--- src/rtl/dds_trk_pkg.sv ---
package dds_trk_pkg;

  typedef enum logic {
    DIR_DOWN = 1'b0,
    DIR_UP   = 1'b1
  } dir_e;

endpackage

--- src/rtl/dds_step_ctrl.sv ---
module dds_step_ctrl #(
  parameter int ACC_W     = 32,
  parameter int LOCK_REVS = 2
) (
  input  logic             clk,
  input  logic             rst,
  input  logic             en_i,
  input  logic             dir_i,
  output logic [ACC_W-1:0] step_nxt_o,
  output logic             lock_o
);

  localparam logic [ACC_W-1:0] STEP_INIT = ACC_W'(1) << (ACC_W - 3);
  localparam logic [ACC_W-1:0] STEP_MIN  = ACC_W'(1);
  localparam int               CNT_W     = $clog2(LOCK_REVS + 1);
  localparam logic [CNT_W-1:0] CNT_TOP   = CNT_W'(LOCK_REVS);

  logic [ACC_W-1:0] step_q;
  logic [ACC_W-1:0] step_half;
  logic             prev_dir_q;
  logic             primed_q;
  logic             reversal;
  logic [CNT_W-1:0] rev_cnt_q;
  logic [CNT_W-1:0] rev_cnt_nxt;
  logic             lock_q;

  assign reversal  = primed_q && (dir_i != prev_dir_q);
  assign step_half = step_q >> 1;

  always_comb begin
    step_nxt_o = step_q;
    if (reversal) begin
      step_nxt_o = (step_half == '0) ? STEP_MIN : step_half;
    end
  end

  always_comb begin
    rev_cnt_nxt = rev_cnt_q;
    if (reversal && step_q == STEP_MIN && rev_cnt_q != CNT_TOP) begin
      rev_cnt_nxt = rev_cnt_q + CNT_W'(1);
    end
  end

  always_ff @(posedge clk) begin
    if (rst) begin
      step_q     <= STEP_INIT;
      prev_dir_q <= 1'b0;
      primed_q   <= 1'b0;
      rev_cnt_q  <= '0;
      lock_q     <= 1'b0;
    end else if (en_i) begin
      step_q     <= step_nxt_o;
      prev_dir_q <= dir_i;
      primed_q   <= 1'b1;
      rev_cnt_q  <= rev_cnt_nxt;
      lock_q     <= (step_nxt_o == STEP_MIN) && (rev_cnt_nxt == CNT_TOP);
    end
  end

  assign lock_o = lock_q;

  AST_STEP_POW2: assert property (@(posedge clk) disable iff (rst)
    $countones(step_q) == 1);
  AST_STEP_NO_GROW: assert property (@(posedge clk) disable iff (rst)
    1'b1 |=> step_q <= $past(step_q));
  AST_LOCK_AT_MIN: assert property (@(posedge clk) disable iff (rst)
    lock_q |-> step_q == STEP_MIN);
  AST_LOCK_STAYS: assert property (@(posedge clk) disable iff (rst)
    lock_q |=> lock_q);

endmodule

--- src/rtl/dds_tw_reg.sv ---
module dds_tw_reg #(
  parameter int ACC_W = 32
) (
  input  logic             clk,
  input  logic             rst,
  input  logic             en_i,
  input  logic             dir_i,
  input  logic [ACC_W-1:0] step_i,
  output logic [ACC_W-1:0] tw_o
);
  import dds_trk_pkg::*;

  localparam logic [ACC_W:0]   TW_CEIL_W = (ACC_W+1)'(1) << (ACC_W - 2);
  localparam logic [ACC_W-1:0] TW_CEIL   = ACC_W'(1) << (ACC_W - 2);
  localparam logic [ACC_W-1:0] TW_FLOOR  = ACC_W'(1);

  logic [ACC_W-1:0] tw_q;
  logic [ACC_W-1:0] tw_nxt;
  logic [ACC_W:0]   up_sum;

  assign up_sum = {1'b0, tw_q} + {1'b0, step_i};

  always_comb begin
    if (dir_e'(dir_i) == DIR_UP) begin
      tw_nxt = (up_sum > TW_CEIL_W) ? TW_CEIL : up_sum[ACC_W-1:0];
    end else begin
      tw_nxt = (tw_q <= step_i) ? TW_FLOOR : (tw_q - step_i);
    end
  end

  always_ff @(posedge clk) begin
    if (rst) begin
      tw_q <= '0;
    end else if (en_i) begin
      tw_q <= tw_nxt;
    end
  end

  assign tw_o = tw_q;

  AST_TW_CEIL: assert property (@(posedge clk) disable iff (rst)
    tw_q <= TW_CEIL);
  AST_TW_NONZERO: assert property (@(posedge clk) disable iff (rst)
    (tw_q != '0) |=> (tw_q != '0));
  AST_TW_HOLD: assert property (@(posedge clk) disable iff (rst)
    !en_i |=> $stable(tw_q));
  AST_TW_UP_DIR: assert property (@(posedge clk) disable iff (rst)
    (en_i && dir_i) |=> tw_q >= $past(tw_q));

endmodule

--- src/rtl/dds_phase_acc.sv ---
module dds_phase_acc #(
  parameter int ACC_W = 32
) (
  input  logic             clk,
  input  logic             rst,
  input  logic [ACC_W-1:0] tw_i,
  output logic             msb_o
);

  logic [ACC_W-1:0] phase_q;

  always_ff @(posedge clk) begin
    if (rst) begin
      phase_q <= '0;
    end else begin
      phase_q <= phase_q + tw_i;
    end
  end

  assign msb_o = phase_q[ACC_W-1];

  AST_SQ_IDLE: assert property (@(posedge clk) disable iff (rst)
    ($past(tw_i) == '0) |-> $stable(msb_o));

endmodule

--- src/rtl/dds_freq_tracker.sv ---
module dds_freq_tracker #(
  parameter int ACC_W     = 32,
  parameter int LOCK_REVS = 2
) (
  input  logic             clk,
  input  logic             rst,
  input  logic             en_i,
  input  logic             dir_i,
  output logic [ACC_W-1:0] tw_o,
  output logic             sq_o,
  output logic             lock_o
);

  logic [ACC_W-1:0] step_apply;

  initial begin
    assert (ACC_W >= 4) else $error("ACC_W too small");
  end

  dds_step_ctrl #(.ACC_W(ACC_W), .LOCK_REVS(LOCK_REVS)) u_step (
    .clk        (clk),
    .rst        (rst),
    .en_i       (en_i),
    .dir_i      (dir_i),
    .step_nxt_o (step_apply),
    .lock_o     (lock_o)
  );

  dds_tw_reg #(.ACC_W(ACC_W)) u_tw (
    .clk    (clk),
    .rst    (rst),
    .en_i   (en_i),
    .dir_i  (dir_i),
    .step_i (step_apply),
    .tw_o   (tw_o)
  );

  dds_phase_acc #(.ACC_W(ACC_W)) u_acc (
    .clk   (clk),
    .rst   (rst),
    .tw_i  (tw_o),
    .msb_o (sq_o)
  );

endmodule

--- config.mk ---
export PLATFORM = sky130hd
export DESIGN_NAME = dds_freq_tracker
export DESIGN_NICKNAME = d
export VERILOG_FILES = /design/src/rtl/dds_trk_pkg.sv /design/src/rtl/dds_step_ctrl.sv /design/src/rtl/dds_tw_reg.sv /design/src/rtl/dds_phase_acc.sv /design/src/rtl/dds_freq_tracker.sv
export SDC_FILE = /design/constraint.sdc
export NUM_CORES = 1
export LEC_CHECK = 0
export ABC_AREA = 0
export BUFFER_PORTS_ARGS = -buffer_cell sky130_fd_sc_hd__buf_2
export CORE_ASPECT_RATIO = 0.7
export CORE_UTILIZATION = 55
export CTS_CLUSTER_DIAMETER = 200
export CTS_CLUSTER_SIZE = 25
export DETAILED_ROUTE_END_ITERATION = 7
export GPL_ROUTABILITY_DRIVEN = 1
export PLACE_DENSITY = 0.68
export SLEW_MARGIN = 30
export SYNTH_ARGS = -nofsm -noshare
export SYNTH_HDL_FRONTEND = slang
export SYNTH_HIERARCHICAL = 1
export SYNTH_SLANG_ARGS = --single-unit
--- constraint.sdc ---
create_clock -name clk -period 15.15 [get_ports clk]
set_input_delay 2.2725 -clock clk [delete_from_list [all_inputs] [get_ports clk]]
set_output_delay 2.2725 -clock clk [all_outputs]
set_load 0.1 [all_outputs]
Yosys cells after proc, flatten, opt, wreduce, memory -nomap -nowiden
Cells that the tools add are included.

cells by class
  add/subtract/negate cells = 4
  multipliers = 0
  div/mod/pow operators = 0
  $lt $le $gt $ge = 2
  eq/ne operators = 5
  shifts and indexed selects = 0
  multiplexer cells = 6
  bitwise gates (word level) = 0
  reductions and logical operators = 5

operator list
  cell                    number
  $mux W32                4
  $eq A32 B1 Y1 const B   2
  $add A32 B32 Y33        1
  $gt A33 B31 Y1 const B  1
  $add A32 B32 Y32        1
  $le A32 B32 Y1          1
  $logic_not A32 Y1       1
  $sub A32 B32 Y32        1
  $mux W31                1
  $logic_and A1 B1 Y1     4
  $add A2 B1 Y2 const B   1
  $eq A2 B2 Y1 const B    1
  $mux W2                 1
  $ne A2 B2 Y1 const B    1
  $ne A1 B1 Y1            1

word-level totals
  register bits after elaboration = 101
  latch bits = 0
  bits in writable memories = 0
  bits in read-only memories = 0
  input port bits = 4
  logic and storage cells = 29
  memories kept = 0

Depth between registers and ports, before layout
  depth in word-level cells = 7
  gate-level depth with buffers = 22
  mapped depth without buffers = 19

Modules after synthesis
Netlist, hierarchy kept.

modules (own cells, without submodules)
  module         times used  cells each  area an instance (um^2)  seq. area each (um^2)
  dds_tw_reg     1           872         6190.9                   640.6
  dds_phase_acc  1           345         2760.1                   640.6
  dds_step_ctrl  1           224         1925.6                   740.7

Worst setup path before layout
Ideal clock, no wire load.

  path type = input-to-reg
  from = input dir_i
  to = register u_tw.tw_q[22] (netlist: u_tw/tw_o[22])
  setup time = 0.091 ns
  arrival time = 6.805 ns
  data required time = 15.059 ns
  setup slack = 8.254 ns
  stages = 18
  path buffers = 2
  cells stage by stage = xor2_1 and2_0 clkbuf_1 buf_2 mux2_2 inv_1 ha_1 nand2b_4 a2111oi_4 and4b_4 or4_4 a21oi_4 o21ai_0 mux2i_1 or4_4 nor4b_4 o211ai_1 a311oi_1

between the ends
  word-level cells in the longest chain between the ends = 7
  elaborated cells on any way between the ends = 10

RTL lines
  element                  RTL line                source
  start, declared          dds_freq_tracker.sv:8   input logic dir_i,
  $ne A1 B1 Y1 (*)         dds_step_ctrl.sv:27     assign reversal = primed_q && (dir_i != prev_dir_q);
  $logic_and A1 B1 Y1 (*)  dds_step_ctrl.sv:27
  $mux W32 (*)             dds_step_ctrl.sv:32     if (reversal) begin
  named net step_apply[1]  dds_freq_tracker.sv:14  logic [ACC_W-1:0] step_apply;
  $add A32 B32 Y33         dds_tw_reg.sv:21        assign up_sum = {1'b0, tw_q} + {1'b0, step_i};
  $gt A33 B31 Y1           dds_tw_reg.sv:25        tw_nxt = (up_sum > TW_CEIL_W) ? TW_CEIL : up_sum[ACC_W-1:0];
  $mux W32                 dds_tw_reg.sv:25
  $mux W32 (*)             dds_tw_reg.sv:24        if (dir_e'(dir_i) == DIR_UP) begin
  end signal, assigned     dds_tw_reg.sv:35        tw_q <= tw_nxt;
  end, declared            dds_tw_reg.sv:17        logic [ACC_W-1:0] tw_q;

The timed path passes the listed nets; every way through them passes the cells marked *.
A chain may end at the register's enable or synchronous reset.

Worst setup path after layout
  from = input dir_i
  to = register u_tw.tw_q[20] (netlist: u_tw/tw_o[20])

The elaborated chain is that of the path after synthesis.

==> impl_metrics.toml <==
[grt]
grt_overflow = 0
track_usage = 0.368
grt_max_degree = 96
antenna_found_initial = 0
grt_pass1_vias = 9663
grt_pass1_wl_um = 57300

[sta]
fin_setup_tns_ns = 0
fmax_ghz = 0.115
fin_crit_ns = 8.72
period_share = 0.575
rsz0062_at_grt = "false"
max_slew.worst_pin.slew_ns = 1.01
maxSlewHeadroom = 0.328
holdWs_ns = 0.508
skew_ns = 0.0128
finalHoldViolCount = 0
setup_viol = 0
drv_slew = 0

[cells_and_area]
drive_gt1_frac = 0.119
syn2layout_area_growth_pct = 4.66
final_core_util = 0.595
finalNetCount = 1506
final_cell_area_sq_um = 11400
diodes = 0

[critical_path]
ff2ff_path_depth = 17
cp-start-kind = "primary input"
crit_fanout = 31
critical_path_class = "in2reg"
cp-end-kind = "flip-flop"
crit_path_start = "dir_i"
crit_required_ns = 15.43
crit_end = "u_tw/tw_o[20]"
rrSetupSlack_ns = 8.56
worstReg2RegStart = "u_step/prev_dir_q"
arrival_ns = 9.00
timing.rr.end = "u_tw/tw_o[20]"

[place]
dpl-instance-area_sq_um = 11100
portBuffers = 37
gp_congestion = 0.994
dp_hpwl_um = 27600

[routing]
drc = 0
dr.pass1.iters = 5
antenna_left = 0
avgRoutedWirePerCell_um = 22.5
via_per_inst = 6.75
via_count = 11300
routed_wl_um = 37600
drtIter0Drc = 1507

[clock_tree]
clock_sinks = 101
cts_buffers = 9
worstSkewPairLatency_ns = 0.38
cts_resized = 0
clock_path_buffers = 2
h-tree-depth = 3
clk_pin_slew_ns = 0.08
clockRootBuffer = "clkbuf_16"
cts_tree = "yes"
cts_setup_buffers = 0
ctsHoldBuffers = 0

[floorplan]
die_x_um = 170
die_h_um = 120
core.rowCount = 42
ios = 38
die_area_sq_um = 20400
core_area_sq_um = 19100
initial_core_util = 0.569

[synthesis]
syn_avg_cell_area_sq_um = 7.55
synthFlopType = "dfxtp_1"
synth.net_count = 1544
yosys_warnings = 6
async_flop_share = 0
ys_seq_area_frac = 0.186
synth_enable_flop_cells = 0
syn_area_sq_um = 10900
synth.distinct_cells = 101
synthCells = 1441
ys_ff_latch = 101

[power_and_ir_drop]
leakagePower_nw = 4.63
ir_drop_mv = 0.0585
post-layout-total-power_mw = 1.02
cellPowerDensity_nw_per_um2 = 89.2

[run]
maxCapViolations = 0

[min_path]
min_path_type = "reg2reg"

[run_status]
status = "finished, final reports clean"
## cells in the final DEF, fill, tap and decap left out, types with 27 or more instances in the layout
| cell | netlist | routed |
|---|---|---|
| o21ai_0 | 66 | 66 |
| ha_1 | 96 | 96 |
| a21oi_1 | 132 | 132 |
| nand2_1 | 139 | 139 |
| nor2_1 | 101 | 100 |
| nor3_1 | 45 | 44 |
| a21o_1 | 28 | 28 |
| dfxtp_1 | 101 | 101 |
| a41oi_1 | 27 | 27 |
| buf_2 | 20 | 36 |
| mux2_2 | 32 | 32 |
| inv_1 | 77 | 77 |
| nand3_1 | 28 | 28 |
## critical path, stage by stage
cell      delay, ns
buf_2          0.52
xor2_1         0.31
and2_1         0.50
buf_4          0.39
mux2_2         0.41
inv_1          0.07
ha_1           0.39
nor4_1         0.83
nand2_1        0.12
or4_4          0.48
a21oi_4        0.29
o21ai_0        0.17
mux2i_1        0.23
or4_4          0.65
nor2_2         0.54
buf_4          0.36
a41oi_1        0.14
o311ai_1       0.29
## through the flow
stage               cells  setup WS [ns]
floorplan            1441           8.25
global placement     1656           6.40
detailed placement   1656           6.24
CTS                  1672           6.63
global route         1672           6.04
finish               1672           6.43
## worst min path at each step
stage                        end              start  slack [ns]  depth (start not counted)
2_1_floorplan  u_step/step_q[23]  u_step/step_q[24]        0.46                          2
3_3_place_gp     u_step/primed_q    u_step/primed_q        0.49                          2
3_5_place_dp   u_step/step_q[23]  u_step/step_q[24]        0.50                          2
4_1_cts        u_step/step_q[23]  u_step/step_q[24]        0.51                          2
5_1_grt        u_step/step_q[23]  u_step/step_q[24]        0.53                          2
6_report       u_step/step_q[23]  u_step/step_q[24]        0.51                          2
## sequential cells by signal, summed over array words and instances (netlist names)
register / cells
u_acc/phase_q: 32
u_step/step_q: 32
u_tw/tw_o: 32
u_step/rev_cnt_q: 2
u_step/lock_o: 1
u_step/prev_dir_q: 1
u_step/primed_q: 1
## report_power, final
part           internal, mW  switching, mW  leakage [nW]
combinational         0.152          0.312          3.66
clock                 0.121          0.127         0.147
sequential            0.285         0.0192         0.821
## cell usage after synthesis (14+ instances only)
library cell / count / area share
o31ai_1: 14 / 0.0097
a21o_1: 28 / 0.019
o221ai_1: 20 / 0.016
nand4_1: 16 / 0.0092
nand2_1: 139 / 0.048
o21bai_1: 15 / 0.010
nand3b_1: 23 / 0.016
dfxtp_1: 101 / 0.19
mux2_2: 32 / 0.033
clkbuf_1: 59 / 0.020
xnor2_1: 26 / 0.021
a41oi_1: 27 / 0.022
a211oi_1: 14 / 0.0097
ha_1: 96 / 0.11
nor2b_1: 22 / 0.013
nand2b_1: 16 / 0.0092
nand3_1: 28 / 0.013
or3b_2: 20 / 0.016
nor2_1: 101 / 0.035
xor2_1: 14 / 0.011
o211ai_1: 16 / 0.011
o22ai_1: 15 / 0.0086
inv_1: 77 / 0.027
nor4_1: 14 / 0.0081
buf_2: 20 / 0.0092
o21ai_0: 66 / 0.030
nor3_1: 45 / 0.021
a21oi_1: 132 / 0.061
## metal layers
metal | part of all wire | global-route usage
met1 | 0.48 | 0.579
met2 | 0.39 | 0.482
met3 | 0.12 | 0.108
met4 | 0.0082 | 0.0597
met5 | 0 | 0
## cell type report
type                    instances  area, sq um
repair buffers                 48          270
well taps                     264          330
clock buffers                  10          239
clock inverters                 6         60.1
multi-input cells            1162         8160
flip-flops and latches        101         2020
fillers                      1840         7740
inverters                      81          304
## logic make-up (layout without fill, tap and decap cells)
group	after synthesis	after routing	synth area share
xor+xnor	40	40	0.0322
flops	101	101	0.186
fa+ha+maj	99	99	0.116
buf+inv	178	145	0.0674
simple gates	518	518	0.265
compound gates	464	464	0.292
mux	41	41	0.0416
Note: power is estimated with default switching activity, not from simulation.
